[config.mk]
export PLATFORM = sky130hd
export DESIGN_NAME = subframe_sync
export DESIGN_NICKNAME = d
export VERILOG_FILES = /design/src/rtl/sfsync_pkg.sv /design/src/rtl/sfsync_datapath.sv /design/src/rtl/sfsync_control.sv /design/src/rtl/subframe_sync.sv
export SDC_FILE = /design/constraint.sdc
export NUM_CORES = 1
export LEC_CHECK = 0
export BUFFER_PORTS_ARGS = -buffer_cell sky130_fd_sc_hd__buf_2
export CORE_MARGIN = 8
export CORE_UTILIZATION = 55
export DETAILED_ROUTE_END_ITERATION = 10
export GPL_ROUTABILITY_DRIVEN = 1
export HOLD_SLACK_MARGIN = 0.06
export PLACE_DENSITY = 0.77
export SYNTH_ARGS = -nofsm -noshare
export SYNTH_HDL_FRONTEND = slang
export SYNTH_HIERARCHICAL = 1
export SYNTH_SLANG_ARGS = --single-unit
[constraint.sdc]
create_clock -name clk -period 6.7 [get_ports clk]
set_input_delay 0.67 -clock clk [delete_from_list [all_inputs] [get_ports clk]]
set_output_delay 0.67 -clock clk [all_outputs]
set_load 0.02 [all_outputs]
[src/rtl/sfsync_pkg.sv]
package sfsync_pkg;
  localparam int WORD_W = 12;
  localparam int NUM_SF = 4;

  typedef struct packed {
    logic shiftEn;
    logic histClr;
  } ctlStrobes_t;

  function automatic logic [WORD_W-1:0] syncPattern(input logic [1:0] idx);
    case (idx)
      2'd0:    return 12'h247;
      2'd1:    return 12'h5B8;
      2'd2:    return 12'hA47;
      default: return 12'hDB8;
    endcase
  endfunction
endpackage

[src/rtl/sfsync_datapath.sv]
module sfsync_datapath
  import sfsync_pkg::*;
#(
  parameter int SF_LEN = 64
) (
  input  logic              clk,
  input  logic              rstN,
  input  logic              wordValid,
  input  logic [WORD_W-1:0] wordIn,
  input  ctlStrobes_t       ctl,
  output logic              syncHit,
  output logic [1:0]        syncIdx,
  output logic              chainHit,
  output logic [WORD_W-1:0] dataOut
);
  // Classify the incoming word against the four patterns
  always_comb begin
    syncHit = 1'b0;
    syncIdx = 2'd0;
    for (int k = 0; k < NUM_SF; k++) begin
      if (wordIn == syncPattern(2'(k))) begin
        syncHit = 1'b1;
        syncIdx = 2'(k);
      end
    end
  end

  // History of pattern hits over the last SF_LEN words; stage SF_LEN-1 is the
  // word exactly one subframe before the current one
  logic [SF_LEN-1:0] histHit;
  logic [1:0]        histIdx [SF_LEN];

  for (genvar g = 0; g < SF_LEN; g++) begin : g_hist
    logic       inHit;
    logic [1:0] inIdx;
    if (g == 0) begin : g_head
      assign inHit = syncHit;
      assign inIdx = syncIdx;
    end else begin : g_body
      assign inHit = histHit[g-1];
      assign inIdx = histIdx[g-1];
    end
    always_ff @(posedge clk) begin
      if (!rstN || ctl.histClr) begin
        histHit[g] <= 1'b0;
        histIdx[g] <= 2'd0;
      end else if (ctl.shiftEn) begin
        histHit[g] <= inHit;
        histIdx[g] <= inIdx;
      end
    end
  end

  assign chainHit = syncHit && histHit[SF_LEN-1] &&
                    (histIdx[SF_LEN-1] == syncIdx - 2'd1);

  always_ff @(posedge clk) begin
    if (!rstN)          dataOut <= '0;
    else if (wordValid) dataOut <= wordIn;
  end
endmodule

[src/rtl/sfsync_control.sv]
module sfsync_control
  import sfsync_pkg::*;
#(
  parameter int SF_LEN = 64,
  localparam int CNT_W = $clog2(SF_LEN + 1)
) (
  input  logic             clk,
  input  logic             rstN,
  input  logic             wordValid,
  input  logic             noSyncMode,
  input  logic [CNT_W-1:0] matchWord,
  input  logic [1:0]       matchSubframe,
  input  logic             syncHit,
  input  logic [1:0]       syncIdx,
  input  logic             chainHit,
  output ctlStrobes_t      ctl,
  output logic             inSync,
  output logic [CNT_W-1:0] wordCount,
  output logic [1:0]       subframe,
  output logic             storeEn,
  output logic             lossPulse,
  output logic             matchPulse
);
  logic             nIn, nStore, nLoss, nMatch;
  logic [CNT_W-1:0] nCnt;
  logic [1:0]       nSf;

  always_comb begin
    nIn    = inSync;
    nCnt   = wordCount;
    nSf    = subframe;
    nStore = 1'b0;
    nLoss  = 1'b0;
    nMatch = matchPulse;
    if (wordValid) begin
      if (noSyncMode) begin
        nIn = 1'b0; nCnt = '0; nSf = 2'd0; nStore = 1'b1;
      end else if (inSync) begin
        if (wordCount == CNT_W'(SF_LEN)) begin
          if (syncHit && (syncIdx == subframe + 2'd1)) begin
            nCnt = CNT_W'(1); nSf = syncIdx; nStore = 1'b1;
          end else begin
            nIn = 1'b0; nCnt = '0; nSf = 2'd0; nLoss = 1'b1;
          end
        end else begin
          nCnt = wordCount + CNT_W'(1); nStore = 1'b1;
        end
      end else if (chainHit) begin
        nIn = 1'b1; nCnt = CNT_W'(1); nSf = syncIdx; nStore = 1'b1;
      end
      nMatch = nIn && (nCnt == matchWord) && (nSf == matchSubframe);
    end
  end

  assign ctl.shiftEn = wordValid && !inSync && !noSyncMode;
  assign ctl.histClr = inSync || noSyncMode;

  always_ff @(posedge clk) begin
    if (!rstN) begin
      inSync     <= 1'b0;
      wordCount  <= '0;
      subframe   <= 2'd0;
      storeEn    <= 1'b0;
      lossPulse  <= 1'b0;
      matchPulse <= 1'b0;
    end else begin
      inSync     <= nIn;
      wordCount  <= nCnt;
      subframe   <= nSf;
      storeEn    <= nStore;
      lossPulse  <= nLoss;
      matchPulse <= nMatch;
    end
  end

  a_r2_lock_start: assert property (@(posedge clk) disable iff (!rstN)
    $rose(inSync) |-> wordCount == CNT_W'(1) && storeEn);
  a_r4_count_range: assert property (@(posedge clk) disable iff (!rstN)
    inSync |-> wordCount != '0 && wordCount <= CNT_W'(SF_LEN));
  a_r5_advance: assert property (@(posedge clk) disable iff (!rstN)
    $past(inSync) && inSync && $past(wordValid) && $past(wordCount) == CNT_W'(SF_LEN)
      |-> wordCount == CNT_W'(1) && subframe == $past(subframe) + 2'd1);
  a_r6_loss: assert property (@(posedge clk) disable iff (!rstN)
    lossPulse |-> !inSync && !storeEn && $past(inSync));
  a_r7_store: assert property (@(posedge clk) disable iff (!rstN)
    storeEn |-> $past(wordValid) && (inSync || $past(noSyncMode)));
  a_r8_nosync: assert property (@(posedge clk) disable iff (!rstN)
    $past(rstN) && $past(wordValid) && $past(noSyncMode) |-> storeEn && !inSync);
  a_r9_match: assert property (@(posedge clk) disable iff (!rstN)
    matchPulse |-> inSync);
endmodule

[src/rtl/subframe_sync.sv]
module subframe_sync
  import sfsync_pkg::*;
#(
  parameter int SF_LEN = 64,
  localparam int CNT_W = $clog2(SF_LEN + 1)
) (
  input  logic              clk,
  input  logic              rstN,
  input  logic              wordValid,
  input  logic [WORD_W-1:0] wordIn,
  input  logic              noSyncMode,
  input  logic [CNT_W-1:0]  matchWord,
  input  logic [1:0]        matchSubframe,
  output logic              inSync,
  output logic [CNT_W-1:0]  wordCount,
  output logic [1:0]        subframe,
  output logic              storeEn,
  output logic [WORD_W-1:0] dataOut,
  output logic              lossPulse,
  output logic              matchPulse
);
  ctlStrobes_t ctl;
  logic        syncHit, chainHit;
  logic [1:0]  syncIdx;

  sfsync_datapath #(.SF_LEN(SF_LEN)) dp_i (
    .clk(clk), .rstN(rstN), .wordValid(wordValid), .wordIn(wordIn), .ctl(ctl),
    .syncHit(syncHit), .syncIdx(syncIdx), .chainHit(chainHit), .dataOut(dataOut)
  );

  sfsync_control #(.SF_LEN(SF_LEN)) ctl_i (
    .clk(clk), .rstN(rstN), .wordValid(wordValid), .noSyncMode(noSyncMode),
    .matchWord(matchWord), .matchSubframe(matchSubframe),
    .syncHit(syncHit), .syncIdx(syncIdx), .chainHit(chainHit), .ctl(ctl),
    .inSync(inSync), .wordCount(wordCount), .subframe(subframe),
    .storeEn(storeEn), .lossPulse(lossPulse), .matchPulse(matchPulse)
  );
endmodule

==> flow_metrics.tcl <==
set metrics [dict create \
    p_sw_share_pct 20.9 \
    die_h_um 140 \
    fillerInstances 1123 \
    netlist_area_um2 8410 \
    rsz0062_at_grt "no" \
    gp_congestion 0.880 \
    cp_cell_sequence "or2_2, nor3b_4, buf_4, inv_4, buf_4" \
    end_kind "flop" \
    cts_buffer_depth 3 \
    first_iter_violations 303 \
    fmax_mhz 303 \
    fin_crit_sh_pct 49.3 \
    pwr-share-comb_pct 2.9 \
    syn2layout_area_growth_pct 11.3 \
    grt_pass1_wl_um 23300 \
    ant_nets 0 \
    layout_commonest_cell "and2_1" \
    required_ns 6.83 \
    dp_hpwl_um 7850 \
    wl_per_cell_um 16.3 \
    drv_slew 0 \
    cp_common_cell "buf_4" \
    status "finished, final reports clean" \
    timing.hold.ws_ns 0.460 \
    synth_ff_type "edfxtp_1" \
    via_count 4769 \
    cpPeakStageDelay_ns 0.87 \
    synth_cells 620 \
    clk_latency_ns 0.51 \
    grt_overflow_total 0 \
    ys_warn_count 6 \
    finClkSkew_ns 0.0180 \
    io_pins 50 \
    diodes 0 \
    clk_pin_slew_ns 0.06 \
    crit_path_max_fanout 71 \
    path_delay_family "buffers and inverters" \
    core_um2 15100 \
    fin_setup_tns_ns 0 \
    p_int_w 0.00212 \
    maxCapViolations 0 \
    stdcell_area_um2 9360 \
    synth_edf_count 128 \
    final_cell_mix "130 x and2_1, 128 x edfxtp_1, 89 x dfxtp_1" \
    clockRootBuffer "clkbuf_16" \
    critPathKind "reg2reg" \
    rows 45 \
    hold_violations 0 \
    synthArstFlopShare_pct 0 \
    p_clk_share_pct 42.3 \
    holdBufCountCts 0 \
    cts_sinks 217 \
    initial_core_util_pct 55.7 \
    synth_cell_types 57 \
    crit_buf_inv 3 \
    post_synth.cell_area_avg_um2 13.6 \
    seqPwrFrac_pct 54.8 \
    h-tree-depth 1 \
    grt_antenna_before_repair 0 \
    powerDensity_nw_per_um2 286 \
    ys_seq_area_share_pct 66.9 \
    numCtsBuffers 22 \
    dieArea_um2 19500 \
    critPathArrivalTime_ns 3.43 \
    placed_area_um2 8680 \
    grt_usage_pct 14.2 \
    grt_max_degree 107 \
    leakagePower_nw 3.75 \
    postCtsSetupBuffers 0 \
    cts_tree "yes" \
    die_w_um 140 \
    hold_class "reg2reg" \
    synth.net_count 647 \
    synth_seq_cells 217 \
    start_kind "flop" \
    period_needed_ns 3.30 \
    port_buffers 49 \
    setup_viol 0 \
    tightest_slew_ns 0.997 \
    final_nets 683 \
    multi_input_area_um2 2520 \
    drive_gt1_share_pct 14.5 \
    seqCellArea_um2 5630 \
    slowest_stage "dfxtp_1" \
    cts_resized 0 \
    grt_pass1_vias 4632 \
    vias_per_cell 5.56 \
    irDropWorstVdd_mv 0.226 \
    wl_um 13900 \
    drcViolationCount 0 \
    relSlewSlack_pct 33.6 \
    firstDrtPassIters 4 \
    p_switching_w 0.000557 \
]
-- cell type report --
class / instances / share of cell area [%]
clock inverters: 10 / 0.722
multi-input cells: 354 / 26.9
clock buffers: 28 / 6.45
inverters: 9 / 0.388
flip-flops and latches: 217 / 60.1
repair buffers: 52 / 2.86
well taps: 188 / 2.51
-- worst register-to-register path, cell delays in order, from the launching register on --
cell and delay, ns:
dfxtp_1 0.87, or2_2 0.28, nor3b_4 0.04, buf_4 0.31, inv_4 0.71, buf_4 0.71
-- path summary, 6_finish.rpt --
kind,startpoint,to,slack [ns],depth (start not counted)
max,ctl_i/inSync,dp_i/histIdx[0][0],3.40,5
min,dp_i/g_hist[2].inHit,dp_i/g_hist[3].inHit,0.46,1
max reg2reg,ctl_i/inSync,dp_i/histIdx[0][0],3.40,5
min reg2reg,dp_i/g_hist[2].inHit,dp_i/g_hist[3].inHit,0.46,1
-- registers in the layout, indices dropped and copies added (netlist names) --
name	cells
ctl_i/inSync	1
dp_i/histHit	1
ctl_i/subframe	2
ctl_i/wordCount	7
dp_i/g_hist.inHit	63
dp_i/histIdx	128
ctl_i/matchPulse	1
dp_i/dataOut	12
ctl_i/lossPulse	1
ctl_i/storeEn	1
-- power groups by stage --
stage                     combinational (W)  sequential, W  clock, W
final                             0.0000778        0.00146   0.00113
after global placement            0.0000758        0.00149         0
after CTS                         0.0000788        0.00146   0.00116
after global routing              0.0000854        0.00147   0.00121
after detailed placement          0.0000788        0.00149         0
after floorplan                   0.0000496        0.00150         0
-- through the flow --
step           utilization [%]  instances  total power (W)  worst slack, ns
2_1_floorplan                -        620          0.00155             2.13
3_3_place_gp              57.6        820          0.00157             2.95
3_5_place_dp              57.6        820          0.00157             2.86
4_1_cts                   62.0        858          0.00271             3.39
5_1_grt                   62.0        858          0.00276             3.10
6_report                  62.0        858          0.00267             3.40
-- Yosys cell counts, drive strengths merged (2+ instances only) --
library cell | count | area share, %
o21ai | 7 | 0.42
nor3b | 3 | 0.33
a22o | 65 | 6.8
and3 | 2 | 0.15
mux2i | 17 | 2.0
nor4 | 2 | 0.15
a21boi | 3 | 0.27
a211oi | 3 | 0.27
o31ai | 2 | 0.18
inv | 9 | 0.40
nor3 | 5 | 0.30
buf | 33 | 2.5
a31oi | 4 | 0.30
ha | 2 | 0.30
dfxtp | 89 | 21
nand2 | 9 | 0.40
nor4b | 2 | 0.39
a221oi | 2 | 0.21
nor2b | 22 | 1.6
and2 | 130 | 9.7
clkbuf | 7 | 0.33
o21a | 2 | 0.18
a21oi | 7 | 0.42
edfxtp | 128 | 46
xor2 | 7 | 0.73
nor2 | 11 | 0.49
nand2b | 6 | 0.45
nand3b | 4 | 0.36
mux2 | 2 | 0.27
a22oi | 3 | 0.27
nand3 | 6 | 0.36
and3b | 3 | 0.31
nand4 | 6 | 0.45
-- cell families (layout without fill, tap and decap cells) --
family | after synthesis | in the layout | synth area share (%)
AND/OR/NAND/NOR | 220 | 220 | 16.4
XOR/XNOR | 8 | 8 | 0.833
flip-flops | 217 | 217 | 66.9
multiplexers | 19 | 19 | 2.29
AO/OA/AOI/OAI | 105 | 105 | 10.0
adder cells (fa/ha/maj) | 2 | 2 | 0.298
buffers and inverters | 49 | 99 | 3.24
-- per-layer routing --
metal | part of all wire [%] | vias to the layer above | GRT usage, % | wire length, µm
met2 | 43 | 107 | 20.4 | 6050
met5 | 0 | - | 0 | 0
li1 | - | 2321 | - | -
met3 | 4.8 | 24 | 3.28 | 664
met4 | 2.3 | 0 | 4.57 | 323
met1 | 50 | 2317 | 20.6 | 6910
(Power assumes the default switching activity.)
